`config.mk`:
```
export PLATFORM = sky130hd
export DESIGN_NAME = walk_unit
export DESIGN_NICKNAME = d
export VERILOG_FILES = /design/src/rtl/walk_pkg.sv /design/src/rtl/walk_dpath.sv /design/src/rtl/walk_ctrl.sv /design/src/rtl/walk_unit.sv
export SDC_FILE = /design/constraint.sdc
export NUM_CORES = 1
export LEC_CHECK = 0
export ABC_AREA = 0
export ABC_CLOCK_PERIOD_IN_PS = 2900
export BUFFER_PORTS_ARGS = -buffer_cell sky130_fd_sc_hd__buf_2
export CORE_ASPECT_RATIO = 1.25
export CORE_UTILIZATION = 40
export DETAILED_ROUTE_END_ITERATION = 12
export HOLD_SLACK_MARGIN = 0.06
export SKIP_CTS_REPAIR_TIMING = 1
export SYNTH_ARGS = -nofsm -noshare
export SYNTH_HDL_FRONTEND = slang
export SYNTH_SLANG_ARGS = --single-unit
```
`constraint.sdc`:
```
create_clock -name clk -period 2.9 [get_ports clk]
set_clock_uncertainty 0.2 [all_clocks]
set_input_delay 0.145 -clock clk [delete_from_list [all_inputs] [get_ports clk]]
set_output_delay 0.145 -clock clk [all_outputs]
set_load 0.02 [all_outputs]
```
`src/rtl/walk_pkg.sv`:
```
package walk_pkg;
  localparam int VPN_W   = 20;
  localparam int FRAME_W = 20;
  localparam int IDX_W   = 10;

  localparam logic [7:0] REG_SEL    = 8'h04;
  localparam logic [7:0] REG_BASE   = 8'h08;
  localparam logic [7:0] REG_ENABLE = 8'h10;

  localparam int NEXT_BIT = 28;
  localparam int RD_BIT   = 31;
  localparam int WR_BIT   = 30;

  typedef enum logic [1:0] {
    FLT_NONE    = 2'd0,
    FLT_NOTABLE = 2'd1,
    FLT_VACANT  = 2'd2,
    FLT_PERM    = 2'd3
  } fault_e;

  typedef struct packed {
    logic   capture;
    logic   takePde;
    logic   finish;
    logic   fromVa;
    logic   fromRsp;
    fault_e code;
  } strobe_t;
endpackage

```
`src/rtl/walk_dpath.sv`:
```
module walk_dpath
  import walk_pkg::*;
#(
  parameter int NUM_ASID = 4,
  parameter int ASID_W   = 2,
  parameter int CFG_AW   = 8
) (
  input  logic               clk,
  input  logic               rstN,
  input  logic               cfgWe,
  input  logic [CFG_AW-1:0]  cfgAddr,
  input  logic [31:0]        cfgWdata,
  input  logic [ASID_W-1:0]  reqAsid,
  input  logic [VPN_W-1:0]   reqPage,
  input  logic               reqWrite,
  input  logic [31:0]        memRspData,
  input  strobe_t            stb,
  output logic               enable,
  output logic               baseZero,
  output logic               pdeNext,
  output logic               permOk,
  output logic [31:0]        memAddr,
  output logic [FRAME_W-1:0] rspPfn,
  output logic [2:0]         rspPerm,
  output fault_e             rspCode
);
  logic [ASID_W-1:0]             selQ;
  logic                          enQ;
  logic [NUM_ASID-1:0][31:0]     baseVec;
  logic [31:0]                   baseSel;
  logic                          wrQ;
  logic [IDX_W-1:0]              ptIdxQ;
  logic [31:0]                   addrQ;
  logic [31:0]                   dirAddr;
  logic [31:0]                   ptAddr;
  logic                          unusedBits;

  wire selWr  = cfgWe && (cfgAddr == CFG_AW'(REG_SEL));
  wire baseWr = cfgWe && (cfgAddr == CFG_AW'(REG_BASE));
  wire enWr   = cfgWe && (cfgAddr == CFG_AW'(REG_ENABLE));

  always_ff @(posedge clk or negedge rstN) begin
    if (!rstN) begin
      selQ <= '0;
      enQ  <= 1'b0;
    end else begin
      if (selWr) selQ <= cfgWdata[ASID_W-1:0];
      if (enWr)  enQ  <= cfgWdata[0];
    end
  end

  for (genvar g = 0; g < NUM_ASID; g++) begin : g_slot
    logic [31:0] slotQ;
    always_ff @(posedge clk or negedge rstN) begin
      if (!rstN)                               slotQ <= '0;
      else if (baseWr && selQ == ASID_W'(g))   slotQ <= cfgWdata;
    end
    assign baseVec[g] = slotQ;
  end

  assign baseSel  = baseVec[reqAsid];
  assign baseZero = (baseSel == '0);
  assign enable   = enQ;
  assign pdeNext  = memRspData[NEXT_BIT];
  assign permOk   = wrQ ? memRspData[WR_BIT] : memRspData[RD_BIT];

  assign dirAddr = {baseSel[FRAME_W-1:0], 12'h000}
                 + {20'h0, reqPage[VPN_W-1:IDX_W], 2'b00};
  assign ptAddr  = {memRspData[FRAME_W-1:0], 12'h000}
                 + {20'h0, ptIdxQ, 2'b00};

  always_ff @(posedge clk or negedge rstN) begin
    if (!rstN) begin
      wrQ    <= 1'b0;
      ptIdxQ <= '0;
      addrQ  <= '0;
    end else if (stb.capture) begin
      wrQ    <= reqWrite;
      ptIdxQ <= reqPage[IDX_W-1:0];
      addrQ  <= dirAddr;
    end else if (stb.takePde) begin
      addrQ  <= ptAddr;
    end
  end
  assign memAddr = addrQ;

  always_ff @(posedge clk or negedge rstN) begin
    if (!rstN) begin
      rspPfn  <= '0;
      rspPerm <= '0;
      rspCode <= FLT_NONE;
    end else if (stb.finish) begin
      rspCode <= stb.code;
      rspPfn  <= stb.fromVa  ? reqPage
               : stb.fromRsp ? memRspData[FRAME_W-1:0] : '0;
      rspPerm <= stb.fromVa  ? 3'b111
               : stb.fromRsp ? memRspData[31:29] : 3'b000;
    end
  end

  assign unusedBits = ^{baseSel[31:FRAME_W], memRspData[27:FRAME_W]};

  assert_base_hold_R10: assert property (@(posedge clk) disable iff (!rstN)
    !baseWr |=> $stable(baseVec));

  assert_fault_blank_R6: assert property (@(posedge clk) disable iff (!rstN)
    (stb.finish && stb.code != FLT_NONE) |=> (rspPfn == '0 && rspPerm == 3'b000));
endmodule

```
`src/rtl/walk_ctrl.sv`:
```
module walk_ctrl
  import walk_pkg::*;
(
  input  logic    clk,
  input  logic    rstN,
  input  logic    reqValid,
  input  logic    memRspValid,
  input  logic    enable,
  input  logic    baseZero,
  input  logic    pdeNext,
  input  logic    permOk,
  output logic    reqReady,
  output logic    memReq,
  output logic    rspValid,
  output strobe_t stb
);
  typedef enum logic [1:0] {S_IDLE, S_DIR, S_TBL, S_DONE} state_e;
  state_e state, nextState;

  always_ff @(posedge clk or negedge rstN) begin
    if (!rstN) state <= S_IDLE;
    else       state <= nextState;
  end

  always_comb begin
    stb       = '0;
    nextState = state;
    reqReady  = 1'b0;
    memReq    = 1'b0;
    rspValid  = 1'b0;
    unique case (state)
      S_IDLE: begin
        reqReady = 1'b1;
        if (reqValid) begin
          stb.capture = 1'b1;
          if (!enable) begin
            stb.finish = 1'b1;
            stb.fromVa = 1'b1;
            nextState  = S_DONE;
          end else if (baseZero) begin
            stb.finish = 1'b1;
            stb.code   = FLT_NOTABLE;
            nextState  = S_DONE;
          end else begin
            nextState  = S_DIR;
          end
        end
      end
      S_DIR: begin
        memReq = 1'b1;
        if (memRspValid) begin
          if (!pdeNext) begin
            stb.finish = 1'b1;
            stb.code   = FLT_VACANT;
            nextState  = S_DONE;
          end else begin
            stb.takePde = 1'b1;
            nextState   = S_TBL;
          end
        end
      end
      S_TBL: begin
        memReq = 1'b1;
        if (memRspValid) begin
          stb.finish = 1'b1;
          if (permOk) stb.fromRsp = 1'b1;
          else        stb.code    = FLT_PERM;
          nextState = S_DONE;
        end
      end
      S_DONE: begin
        rspValid  = 1'b1;
        nextState = S_IDLE;
      end
      default: nextState = S_IDLE;
    endcase
  end

  assert_single_pulse_R7: assert property (@(posedge clk) disable iff (!rstN)
    rspValid |=> !rspValid);

  assert_busy_after_accept_R7: assert property (@(posedge clk) disable iff (!rstN)
    (reqValid && reqReady) |=> !reqReady);

  assert_hold_request_R8: assert property (@(posedge clk) disable iff (!rstN)
    (memReq && !memRspValid) |=> memReq);
endmodule

```
`src/rtl/walk_unit.sv`:
```
module walk_unit
  import walk_pkg::*;
#(
  parameter int NUM_ASID = 4,
  parameter int CFG_AW   = 8,
  localparam int ASID_W  = $clog2(NUM_ASID)
) (
  input  logic               clk,
  input  logic               rstN,
  input  logic               cfgWe,
  input  logic [CFG_AW-1:0]  cfgAddr,
  input  logic [31:0]        cfgWdata,
  input  logic               reqValid,
  output logic               reqReady,
  input  logic [ASID_W-1:0]  reqAsid,
  input  logic [VPN_W-1:0]   reqPage,
  input  logic               reqWrite,
  output logic               memReq,
  output logic [31:0]        memAddr,
  input  logic               memRspValid,
  input  logic [31:0]        memRspData,
  output logic               rspValid,
  output logic [FRAME_W-1:0] rspPfn,
  output logic [2:0]         rspPerm,
  output logic               rspFault,
  output logic [1:0]         rspCode
);
  strobe_t stb;
  logic    enable, baseZero, pdeNext, permOk;
  fault_e  codeW;

  walk_ctrl u_ctrl (
    .clk(clk), .rstN(rstN), .reqValid(reqValid), .memRspValid(memRspValid),
    .enable(enable), .baseZero(baseZero), .pdeNext(pdeNext), .permOk(permOk),
    .reqReady(reqReady), .memReq(memReq), .rspValid(rspValid), .stb(stb)
  );

  walk_dpath #(.NUM_ASID(NUM_ASID), .ASID_W(ASID_W), .CFG_AW(CFG_AW)) u_dpath (
    .clk(clk), .rstN(rstN), .cfgWe(cfgWe), .cfgAddr(cfgAddr), .cfgWdata(cfgWdata),
    .reqAsid(reqAsid), .reqPage(reqPage), .reqWrite(reqWrite),
    .memRspData(memRspData), .stb(stb), .enable(enable), .baseZero(baseZero),
    .pdeNext(pdeNext), .permOk(permOk), .memAddr(memAddr),
    .rspPfn(rspPfn), .rspPerm(rspPerm), .rspCode(codeW)
  );

  assign rspCode  = codeW;
  assign rspFault = (codeW != FLT_NONE);

  assert_addr_stable_R8: assert property (@(posedge clk) disable iff (!rstN)
    (memReq && !memRspValid) |=> $stable(memAddr));

  assert_addr_aligned_R8: assert property (@(posedge clk) disable iff (!rstN)
    memReq |-> (memAddr[1:0] == 2'b00));
endmodule

```
# ---- Word level (Yosys, flattened, before mapping)
# Cells that the tools add are included.
dict set report word_totals {
  word_cells 84
  input_bits 100
  reg_bits 201
}
dict set report op_classes {
  eq_ne 12
  addsub 2
  reduce_logical 14
  order_cmp 1
  n_mux 42
}
# op n
set ops {}
lappend ops {{32-bit two-way mux} 3}
lappend ops {{32-bit by 12-bit adder with 32-bit output} 2}
lappend ops {{32-bit binary-select mux with 2-bit select} 1}
lappend ops {{20-bit two-way mux} 2}
lappend ops {{32-bit zero test} 1}
lappend ops {{2-bit two-way mux} 12}
lappend ops {{1-bit two-way mux} 18}
lappend ops {{3-bit two-way mux} 3}
lappend ops {{2-bit equality test (second input constant)} 4}
lappend ops {{8-bit by 3-bit equality test with 1-bit output (second input constant)} 1}
lappend ops {{8-bit by 4-bit equality test with 1-bit output (second input constant)} 1}
lappend ops {{8-bit by 5-bit equality test with 1-bit output (second input constant)} 1}
lappend ops {{2-bit case mux with 4 select lines} 1}
lappend ops {{1-bit logical AND} 7}
lappend ops {{2-bit != test (second input constant)} 3}
lappend ops {{2-bit case mux with 3 select lines} 1}
lappend ops {{2-bit by 1-bit equality test with 1-bit output (second input constant)} 2}
lappend ops {{2-bit zero test} 2}
lappend ops {{2-bit nonzero test} 2}
lappend ops {{2-bit by 3-bit < comparator with 1-bit output (second input constant)} 1}
lappend ops {{1-bit case mux with 3 select lines} 1}
lappend ops {{3-bit AND reduction} 1}
lappend ops {{2-bit OR reduction} 1}

# ---- Logic depth before layout (Yosys ltp)
# Gate-level depths: netlist of the first run.
dict set report logic_depth {
  word_depth 8
  depth_mapped 10
}

# ---- By module
# From an unflattened synthesis of the first run, not the netlist that was laid out.
dict set report hier_totals {
  cells_unflattened 639
  area_unflattened_um2 8775.9
}
# module seq_area_each_um2 area_each_um2 cells_each instances
set modules_own_cells {}
lappend modules_own_cells {walk_dpath 4929.7 8481.9 603 1}
lappend modules_own_cells {walk_ctrl 50.0 287.8 35 1}
lappend modules_own_cells {walk_unit 0.0 6.3 1 1}

# ---- Worst setup path after synthesis of the first run
# No wires, ideal clock.
dict set report synth_timing {
  path_kind {in2reg}
  from {input port reqAsid[1]}
  to {register u_dpath.rspPfn[14]}
  path_stages 10
  path_slack_ps 173
  setup_ps 127
  required_ps 2573
  arrival_time_ps 2400
  path_buffers 4
  path_cell_list {clkbuf_1 -> clkbuf_1 -> mux4_2 -> nor4_1 -> nand2_1 -> a311oi_2 -> o21a_1 -> buf_6 -> buf_8 -> mux2_1}
}
dict set report synth_between {
  elab_chain_cells 7
}
# element line_no
set synth_lines {}
lappend synth_lines {{from (decl)} walk_unit.sv:15} ;# input logic [ASID_W-1:0] reqAsid,
lappend synth_lines {{32-bit binary-select mux with 2-bit select} walk_dpath.sv:61} ;# assign baseSel = baseVec[reqAsid];
lappend synth_lines {{32-bit two-way mux (not written as such)} walk_dpath.sv:61}
lappend synth_lines {{32-bit zero test} walk_dpath.sv:62} ;# assign baseZero = (baseSel == '0);
lappend synth_lines {{1-bit two-way mux} walk_ctrl.sv:40} ;# end else if (baseZero) begin
lappend synth_lines {{1-bit two-way mux} walk_ctrl.sv:36} ;# if (!enable) begin
lappend synth_lines {{2-bit two-way mux} walk_ctrl.sv:34} ;# if (reqValid) begin
lappend synth_lines {{1-bit case mux with 3 select lines} walk_ctrl.sv:31} ;# unique case (state)
lappend synth_lines {{to (signal assigned)} walk_dpath.sv:94} ;# rspPfn <= stb.fromVa ? reqPage
lappend synth_lines {{to (decl)} walk_dpath.sv:23} ;# output logic [FRAME_W-1:0] rspPfn,
# No other way between the ends. The select of a mux whose other input is x is not followed.
# A chain may end at the register's enable or synchronous reset.

# ---- Worst setup path after layout of the first run
dict set report layout_timing {
  from {register u_dpath.g_slot[3].slotQ[17]}
  to {register u_dpath.rspPfn[9]}
}
dict set report layout_between {
  elab_chain_cells 7
}
# element line_no
set layout_lines {}
lappend layout_lines {{from (decl)} walk_dpath.sv:53} ;# logic [31:0] slotQ;
lappend layout_lines {{from (signal assigned)} walk_dpath.sv:56} ;# else if (baseWr && selQ == ASID_W'(g)) slotQ <= cfgWdata;
lappend layout_lines {{32-bit binary-select mux with 2-bit select} walk_dpath.sv:61}
lappend layout_lines {{32-bit two-way mux (not written as such)} walk_dpath.sv:61}
lappend layout_lines {{32-bit zero test} walk_dpath.sv:62}
lappend layout_lines {{1-bit two-way mux} walk_ctrl.sv:40}
lappend layout_lines {{1-bit two-way mux} walk_ctrl.sv:36}
lappend layout_lines {{2-bit two-way mux} walk_ctrl.sv:34}
lappend layout_lines {{1-bit case mux with 3 select lines} walk_ctrl.sv:31}
# No other way between the ends. The select of a mux whose other input is x is not followed.

==> results.md, run 1 <==
- Transition time of the tightest slew-check pin: 0.623 ns
- Count of final hold-check violations: 0
- Average instance area after synthesis: 13.6 um2
- Required time at the endpoint of the critical path: 3.02 ns
- Path length in cells of the critical path: 7
- Switching component of the power: 2.94 mW
- Crit path capture type: register
- Total via count in the routed design: 6292
- Seq/Total Area, Yosys: 55.9%
- Area growth, synth to finish: 30.0%
- Hpwl dp: 15300 um
- Destination of the critical timing path: u_dpath.rspPfn[9]
- Max-capacitance violation count: 0
- Worst path bufs/invs: 1
- Clock root cell: sky130_fd_sc_hd__clkbuf_16
- Clock tree sinks: 199
- Switching part of the total power: 34.2%
- Drt via density: 5.28
- Vias in the first global route: 6406
- Reg-to-Reg Start: u_dpath.g_slot[3].slotQ[17]
- Largest net degree at the start of global routing: 76
- Part of the cycle the worst path needs: 97.0%
- Number of buffers created by CTS: 17
- Count of boundary I/O pins: 161
- Critical path start-end classification: register to register
- Average detailed-routed wire length per instance: 18.6 um
- Worst Path Arrival: 2.93 ns
- Reg2Reg Capture Point: u_dpath.rspPfn[9]
- Launching element type of the critical path: register
- Register share of total power: 41.5%
- Fraction of layout cells with a size suffix above 1: 43.6%
- Chain of cells forming the critical path: mux4_2 -> nor4_4 -> nand4_1 -> a311oi_2 -> o21a_2 -> clkbuf_16 -> mux2_4
- Grt ovf: 0
- Worst VDD drop: 0.484 mV
- Final Slew Violations: 0
- Detailed-routing iteration count for the pre-antenna-repair pass: 4
- Class of the tightest hold or removal check: input port to asynchronous set/reset pin
- Clock network fraction of total power: 26.9%
- Final-layout setup total negative slack: 0 ns
- Top achievable clock speed: 0.355 GHz
- Slowest cell on crit path: sky130_fd_sc_hd__mux4_2
- DRC marker count from the first detailed-route iteration: 248
- Floorplan die width: 135 um
- R2R setup slack: 0.09 ns
- Final setup fails: 0
- Launch point of the worst path: u_dpath.g_slot[3].slotQ[17]
- Final ANT Viol Nets: 0
- Overall Power: 8.59 mW
- Standard cell core area: 0.0217 mm2
- Final critical delay including setup and external delays: 2.81 ns
- Total number of nets in the final design: 1004
- Maximum fanout along the worst path: 11
- Die height: 169 um
- Cell family contributing the most delay on the critical path: multiplexers
- Clock tree from TritonCTS: done
- Count of flip-flops with a built-in enable after synthesis: 0
- Gate power share: 31.7%
- Die area: 0.0229 mm2
- Initial antenna violation count: 0
- Biggest area consumer among synthesized cells: sky130_fd_sc_hd__dfrtp_1
- Synthesized instance count: 653
- Buffers from clock root to sink, at most: 2
- Gr usage total: 19.4%
- Buffers on Ports: 150
- Fraction of post-synthesis cell area in the top cell type by area: 55.9%
- Leading cell types by total area after synthesis: sky130_fd_sc_hd__dfrtp_1, sky130_fd_sc_hd__mux2_2, sky130_fd_sc_hd__mux4_2
- Post-synthesis sequential element count: 199
- Yosys Warn Count: 0
- Clk slew on worst S/H paths: 0.07 ns
- Initial Utilization: 41.0%
- Num rows: 60
- DR DRC count: 0
- Netlist area before placement: 0.00890 mm2
- Placer congestion estimate: 0.838
- Number of antenna diodes: 0
- Post-synthesis cell type count: 42
- Worst-case headroom to the max-slew limit: 58.4%
- Leakage power: 5.93 nW
- Cell depth of the worst flop-to-flop path: 7
- Cell-internal power: 5.66 mW
- Wire length of the first global-routing pass: 33900 um
- Routed Wire Length: 22200 um
- Max H-tree Level: 4
- Pwr dens: 742 mW/mm2
- Status: completed
- Largest stage delay on the critical path: 0.54 ns
- Flip-flop cell with the highest count after synthesis: sky130_fd_sc_hd__dfrtp_1
- FFs w/ async S/R, synth: 100%
- Skew-Pair Late Insertion Delay: 0.44 ns
## power groups by stage
| stage | clock, mW | combinational (mW) | sequential (mW) |
|---|---|---|---|
| global placement | 0 | 2.52 | 3.58 |
| floorplan | 0 | 1.28 | 4.00 |
| finish | 2.31 | 2.72 | 3.56 |
| CTS | 2.36 | 2.58 | 3.56 |
| global route | 2.49 | 2.96 | 3.61 |
| detailed placement | 0 | 2.58 | 3.62 |
## per-stage QoR
stage                     hold slack (ns)  area [um2]  utilization, %  setup WS (ns)  cells
after global placement           0.000920       10100            46.6        -0.0485   1074
final                              0.0647       11600            53.4         0.0862   1191
after global routing                0.116       11600            53.4       -0.00224   1191
after detailed placement          0.00785       10100            46.6        -0.0744   1074
after CTS                          -0.465       10700            49.2         0.0292   1106
after floorplan                    -0.351        8910               -          0.173    654
## routing by layer
metal  part of all wire [%]  track usage [%]
met1                     42             23.5
met2                     52             34.3
met5                      0                0
met3                    4.1             4.28
met4                    1.8             5.86
## how the worst min path moves through the flow
stage | start | to | slack (ns) | depth (start not counted)
6_report | rstN | u_dpath.rspPfn[18] | 0.06 | 2
5_1_grt | rstN | u_dpath.rspPfn[18] | 0.12 | 2
4_1_cts | rstN | u_dpath.rspPfn[18] | -0.46 | 1
3_5_place_dp | rstN | u_dpath.rspPfn[18] | 0.008 | 1
3_3_place_gp | rstN | u_dpath.rspPfn[18] | 0.0009 | 1
2_1_floorplan | rstN | u_ctrl.state[0] | -0.35 | 0
## registers in the layout, indices dropped and copies added, names as in the netlist
signal,cells
u_dpath.g_slot.slotQ,128
u_dpath.memAddr,30
u_dpath.rspPfn,20
u_dpath.ptIdxQ,10
u_dpath.rspPerm,3
u_ctrl.state,2
u_dpath.rspCode,2
u_dpath.selQ,2
u_dpath.enable,1
u_dpath.wrQ,1
## cell usage in the layout, fill, tap and decap left out, types with 3 or more instances in the layout
master                          count
sky130_fd_sc_hd__buf_12             5
sky130_fd_sc_hd__mux2_2           146
sky130_fd_sc_hd__a21oi_1           33
sky130_fd_sc_hd__dlygate4sd3_1     84
sky130_fd_sc_hd__inv_1              6
sky130_fd_sc_hd__o21ai_0           22
sky130_fd_sc_hd__a211o_1            3
sky130_fd_sc_hd__ha_1               5
sky130_fd_sc_hd__nand2_1           46
sky130_fd_sc_hd__nor4_1            14
sky130_fd_sc_hd__inv_6              4
sky130_fd_sc_hd__mux4_1             3
sky130_fd_sc_hd__mux2i_1           32
sky130_fd_sc_hd__clkbuf_16         18
sky130_fd_sc_hd__nor4b_1            3
sky130_fd_sc_hd__buf_2            149
sky130_fd_sc_hd__dfrtp_1          199
sky130_fd_sc_hd__inv_8              3
sky130_fd_sc_hd__mux2_4            10
sky130_fd_sc_hd__o22a_1             4
sky130_fd_sc_hd__nand3b_1           3
sky130_fd_sc_hd__mux4_2            18
sky130_fd_sc_hd__mux2_1             6
sky130_fd_sc_hd__nor2_1            34
sky130_fd_sc_hd__buf_4             26
## cell type report
cell class              count  area (um2)
inverters                   6        22.5
clock inverters            14         141
multi-input cells         409        3730
well taps                 279         349
repair buffers            266        1920
flip-flops and latches    199        4980
fillers                  1884       10100
clock buffers              18         429
## cell families after synthesis
logic type      count (synthesis)  synth area share [%]
compound gates                 70                  4.55
simple gates                  117                  6.10
fa+ha+maj                       5                 0.703
flops                         199                  55.9
buf+inv                        46                  2.73
mux                           215                  29.9
other cells                     1                0.0421
## Yosys cell counts, drive strengths merged (3+ instances only)
| cell type | n |
|---|---|
| inv | 6 |
| a211o | 3 |
| o21ai | 22 |
| mux2 | 162 |
| ha | 5 |
| nor2 | 36 |
| nand3 | 3 |
| dfrtp | 199 |
| nand2 | 47 |
| nand3b | 3 |
| a21oi | 33 |
| mux2i | 32 |
| nor4b | 3 |
| clkbuf | 24 |
| buf | 16 |
| nor4 | 18 |
| mux4 | 21 |
| o22a | 4 |
No activity file was read; power rests on OpenSTA's default activity.
==> run 2: changes to the inputs <==
--- a/config.mk
+++ b/config.mk
@@ -8,7 +8,6 @@
 export ABC_AREA = 0
 export ABC_CLOCK_PERIOD_IN_PS = 2900
 export BUFFER_PORTS_ARGS = -buffer_cell sky130_fd_sc_hd__buf_2
-export CORE_ASPECT_RATIO = 1.25
 export CORE_UTILIZATION = 40
 export DETAILED_ROUTE_END_ITERATION = 12
 export HOLD_SLACK_MARGIN = 0.06
==> run 2 against run 1 <==
Against the previous run:
- sequential cell count did not move
- register-to-register slack worse by 0.07 ns
- cell area is 0.95% higher
- clock power is 8% higher
- via count fell by 2.1%
- hold slack about the same
- routed wire length is 0.34% higher
- sequential power barely moved
- combinational power is 4% higher
- critical endpoint is now u_dpath.rspPfn[7]
==> results.md, run 2 (synthesis gave the netlist of run 1 again) <==
- Largest stage delay on the critical path: 0.52 ns
- Class of the tightest hold or removal check: input port to register
- Final ANT Viol Nets: 0
- Critical path start-end classification: register to register
- Cell family contributing the most delay on the critical path: multiplexers
- Worst Path Arrival: 3.01 ns
- Die area: 0.0229 mm2
- Worst VDD drop: 0.328 mV
- Count of final hold-check violations: 0
- R2R setup slack: 0.01 ns
- Number of buffers created by CTS: 17
- Placer congestion estimate: 0.853
- Vias in the first global route: 6228
- Most flops, register: u_dpath.g_slot.slotQ
- Met1 Wirelength: 10000 um
- Largest net degree at the start of global routing: 81
- Max-capacitance violation count: 0
- Average detailed-routed wire length per instance: 18.5 um
- Slowest cell on crit path: sky130_fd_sc_hd__mux4_2
- Final Slew Violations: 0
- Total via count in the routed design: 6161
- Chain of cells forming the critical path: mux4_2 -> nor4_4 -> buf_4 -> nand4_1 -> a311oi_2 -> o21a_2 -> clkbuf_16 -> mux2_4
- Tightest hold margin: 0.0646 ns
- Initial antenna violation count: 1
- Amount of wire on met3 after detailed routing: 922 um
- Crit path capture type: register
- Fraction of layout cells with a size suffix above 1: 44.8%
- Top achievable clock speed: 0.347 GHz
- Skew-Pair Late Insertion Delay: 0.44 ns
- Drt via density: 5.13
- Worst path bufs/invs: 2
- Part of the cycle the worst path needs: 99.5%
- Max H-tree Level: 4
- Most frequent standard cell in the layout excluding fill and tap cells: sky130_fd_sc_hd__dfrtp_1
- Final WS setup: 0.0147 ns
- Met2 WL: 11000 um
- Grt ovf: 0
- Gr usage total: 19.5%
- Reg2Reg Capture Point: u_dpath.rspPfn[7]
- Num rows: 54
- Standard cell core area: 0.0218 mm2
- Maximum fanout along the worst path: 11
- Most used cells in the layout excluding fill and tap cells: sky130_fd_sc_hd__dfrtp_1, sky130_fd_sc_hd__buf_2, sky130_fd_sc_hd__mux2_2
- Worst-case headroom to the max-slew limit: 56.2%
- Count of boundary I/O pins: 161
- Final setup fails: 0
- Clk slew on worst S/H paths: 0.08 ns
- Clock tree sinks: 199
- Buffers from clock root to sink, at most: 2
- Launching element type of the critical path: register
- Initial Utilization: 40.8%
- DRC marker count from the first detailed-route iteration: 233
- Total number of nets in the final design: 1012
- DR DRC count: 0
- Detailed-routing iteration count for the pre-antenna-repair pass: 4
- Die height: 151 um
- Pwr dens: 762 mW/mm2
- Uppermost metal layer occupied by signal nets: met4
- Final cell utilization of the core: 53.6%
- Routed Wire Length: 22300 um
- Floorplan die width: 151 um
- Leakage power: 5.95 nW
- Final critical delay including setup and external delays: 2.89 ns
- Clock root cell: sky130_fd_sc_hd__clkbuf_16
- Status: completed
- Path length in cells of the critical path: 8
- RSZ-0062 raised after global routing: yes
- Launch point of the worst path: u_dpath.g_slot[3].slotQ[10]
- Cell depth of the worst flop-to-flop path: 8
- Clock tree from TritonCTS: done
- Transition time of the tightest slew-check pin: 0.657 ns
- Hpwl dp: 15600 um
- Area growth, synth to finish: 31.3%
- Reg-to-Reg Start: u_dpath.g_slot[3].slotQ[10]
- Destination of the critical timing path: u_dpath.rspPfn[7]
- Post-place setup slack: -0.226 ns
- Number of flip-flops under the largest register name: 128
- Buffers on Ports: 150
- Required time at the endpoint of the critical path: 3.02 ns
- Wire length of the first global-routing pass: 33500 um
## run 2: worst reg2reg max path, stage by stage (launching register included)
cell	delay, ns
sky130_fd_sc_hd__dfrtp_1	0.38
sky130_fd_sc_hd__mux4_2	0.52
sky130_fd_sc_hd__nor4_4	0.31
sky130_fd_sc_hd__buf_4	0.15
sky130_fd_sc_hd__nand4_1	0.10
sky130_fd_sc_hd__a311oi_2	0.35
sky130_fd_sc_hd__o21a_2	0.24
sky130_fd_sc_hd__clkbuf_16	0.21
sky130_fd_sc_hd__mux2_4	0.32
## run 2: worst min path at each step
stage / from / to / cells after the start
after floorplan: rstN / u_ctrl.state[0] / 0
after global placement: rstN / u_dpath.memAddr[22] / 1
after detailed placement: rstN / u_dpath.memAddr[22] / 1
after CTS: rstN / u_dpath.memAddr[22] / 1
after global routing: cfgAddr[6] / u_dpath.enable / 4
final: cfgAddr[6] / u_dpath.enable / 4
## run 2: power by group
group          total [mW]  internal, mW  switching, mW  leakage, nW
registers            3.59          3.27          0.323         2.66
clock network        2.49          1.38           1.11        0.293
logic                2.83          1.24           1.59         3.00
## run 2: final cells by class
cell class	count	area (um2)
diodes	1	2.50
clock buffers	17	425
clock inverters	15	190
fillers	1801	10100
inverters	6	22.5
multi-input cells	409	3740
flip-flops and latches	199	4980
well taps	280	350
repair buffers	274	1980
## run 2: routing by layer
metal | GRT usage (%) | vias up
met5 | 0 | -
met4 | 6.60 | 0
met3 | 3.83 | 21
met2 | 32.7 | 164
met1 | 25.0 | 3118
li1 | - | 2858
## run 2: through the flow
stage          setup TNS, ns  power [mW]  area [um2]  cells
5_1_grt                -1.45        9.35       11700   1201
3_3_place_gp           -3.89        6.18       10100   1081
6_report                   0        8.91       11700   1201
4_1_cts                -2.63        8.74       10800   1113
2_1_floorplan              0        5.28        8910    654
3_5_place_dp           -4.54        6.26       10100   1081
==> run 3: changes to the inputs <==
--- a/config.mk
+++ b/config.mk
@@ -11,7 +11,9 @@
 export CORE_UTILIZATION = 40
 export DETAILED_ROUTE_END_ITERATION = 12
 export HOLD_SLACK_MARGIN = 0.06
+export SETUP_SLACK_MARGIN = 0.4
 export SKIP_CTS_REPAIR_TIMING = 1
+export SLEW_MARGIN = 20
 export SYNTH_ARGS = -nofsm -noshare
 export SYNTH_HDL_FRONTEND = slang
 export SYNTH_SLANG_ARGS = --single-unit
==> run 3 against run 2 <==
Against the previous run:
- largest cell class unchanged
- sequential cell count is the same
- total power is 2.2% lower
- count of clock-buffer cells in the layout did not move
- routed wire length down 1.2%
- final cell count is 0.92% lower
- combinational power fell by 2%
- first-iteration DRC count fell by 15%
- non-clock buffer count shrank 11
- clock power is 4% lower
==> results.md, run 3 (synthesis gave the netlist of run 1 again) <==
- Worst path bufs/invs: 2
- Worst-case headroom to the max-slew limit: 52.9%
- Required time at the endpoint of the critical path: 3.02 ns
- Crit path capture type: register
- Status: completed
- Die height: 151 um
- Total number of nets in the final design: 1001
- Sequential cell area: 0.00498 mm2
- Number of buffers created by CTS: 17
- Wire length of the first global-routing pass: 33600 um
- Non-Filler Cell Area, Final: 0.0116 mm2
- Number of filler instances in the final layout: 1873
- Buffers on Ports: 150
- Overall Power: 8.71 mW
- Most flops, register: u_dpath.g_slot.slotQ
- DRC marker count from the first detailed-route iteration: 198
- Pwr dens: 748 mW/mm2
- Vias in the first global route: 6176
- Class of the tightest hold or removal check: input port to asynchronous set/reset pin
- Standard cell core area: 0.0218 mm2
- Critical path start-end classification: register to register
- Initial antenna violation count: 1
- Leakage power: 5.94 nW
- Average detailed-routed wire length per instance: 18.5 um
- Chain of cells forming the critical path: mux4_2 -> nor4_2 -> nand2_1 -> a311oi_2 -> buf_4 -> o21a_4 -> buf_12 -> mux2_2
- Routed Wire Length: 22000 um
- Number of flip-flops under the largest register name: 128
- Most used cells in the layout excluding fill and tap cells: sky130_fd_sc_hd__dfrtp_1, sky130_fd_sc_hd__buf_2, sky130_fd_sc_hd__mux2_2
- Max H-tree Level: 4
- Tightest hold margin: 0.0875 ns
- Buffers from clock root to sink, at most: 2
- Largest net degree at the start of global routing: 85
- Grt ovf: 0
- Clk slew on worst S/H paths: 0.08 ns
- Final-layout setup total negative slack: 0 ns
- Skew-Pair Late Insertion Delay: 0.43 ns
- Clock tree sinks: 199
- Detailed-routing iteration count for the pre-antenna-repair pass: 4
- Die area: 0.0229 mm2
- Slowest cell on crit path: sky130_fd_sc_hd__mux4_2
- Floorplan die width: 151 um
- Final setup fails: 0
- Total via count in the routed design: 6183
- Fraction of layout cells with a size suffix above 1: 44.2%
- Most frequent standard cell in the layout excluding fill and tap cells: sky130_fd_sc_hd__dfrtp_1
- Gr usage total: 19.6%
- Transition time of the tightest slew-check pin: 0.706 ns
- Largest stage delay on the critical path: 0.51 ns
- Count of boundary I/O pins: 161
- Worst VDD drop: 0.419 mV
- Drt via density: 5.20
- Maximum fanout along the worst path: 11
- DR DRC count: 0
- Part of the cycle the worst path needs: 94.6%
- Launching element type of the critical path: register
- RSZ-0062 raised after global routing: yes
- Clock tree from TritonCTS: done
- Worst Path Arrival: 2.86 ns
- Final critical delay including setup and external delays: 2.74 ns
- Placer congestion estimate: 0.851
- Top achievable clock speed: 0.365 GHz
- Hpwl dp: 15400 um
- Area after DPL: 0.0101 mm2
- Combined area of the multi-input logic cells: 0.00376 mm2
- Count of final hold-check violations: 0
- Area growth, synth to finish: 30.8%
- Cell family contributing the most delay on the critical path: multiplexers
- Max-capacitance violation count: 0
- Initial Utilization: 40.8%
- Num rows: 54
- Final Slew Violations: 0
- Clock root cell: sky130_fd_sc_hd__clkbuf_16
- Final ANT Viol Nets: 0
## run 3: cell types whose count changed in the layout (fill, tap and decap cells not counted), moves of 4 or more
cell                     previous run  this run
sky130_fd_sc_hd__mux2_4            19        15
sky130_fd_sc_hd__mux2_2           141       146
sky130_fd_sc_hd__inv_6              5         1
sky130_fd_sc_hd__inv_8              1         7
sky130_fd_sc_hd__buf_4             34        20
## run 3: path summary, 6_finish.rpt
path                                                   from                          to  slack, ns  depth (start not counted)
min in group clk                                 reqAsid[1]         u_dpath.memAddr[21]       0.24                          5
worst min register to register   u_dpath.g_slot[0].slotQ[6]  u_dpath.g_slot[0].slotQ[6]       0.30                          1
max in group asynchronous                              rstN  u_dpath.g_slot[0].slotQ[0]       1.48                          3
worst max-delay path            u_dpath.g_slot[3].slotQ[13]           u_dpath.rspPfn[2]       0.16                          8
worst min-delay path                                   rstN           u_dpath.rspPfn[6]       0.09                          2
worst max register to register  u_dpath.g_slot[3].slotQ[13]           u_dpath.rspPfn[2]       0.16                          8
## run 3: where the power goes
group	internal, mW	switching, mW
Clock	1.24	1.14
Combinational	1.21	1.56
Sequential	3.26	0.292
Total	5.72	3.00
## run 3: per-layer routing
layer | vias up | GRT usage, % | share of wire (%) | wire length, um
met5 | - | 0 | 0 | 0
met4 | 0 | 4.00 | 0.78 | 172
met3 | 16 | 5.18 | 5.0 | 1110
met2 | 164 | 32.9 | 49 | 10700
met1 | 3154 | 25.5 | 46 | 10000
li1 | 2849 | - | - | -
## run 3: metrics by stage
stage | util [%] | setup slack [ns] | instances
3_3_place_gp | 46.4 | -0.144 | 1071
3_5_place_dp | 46.4 | -0.217 | 1071
6_report | 53.3 | 0.158 | 1190
2_1_floorplan | - | 0.259 | 654
4_1_cts | 49.1 | -0.113 | 1103
5_1_grt | 53.3 | 0.118 | 1190
## run 3: area by class of cell
type | count | share of cell area (%)
Sequential cell | 199 | 42.8
Multi-Input combinational cell | 409 | 32.3
Timing Repair Buffer | 263 | 16.6
Clock buffer | 17 | 3.65
Tap cell | 280 | 3.01
Clock inverter | 15 | 1.54
Inverter | 6 | 0.193
Antenna cell | 1 | 0.0215
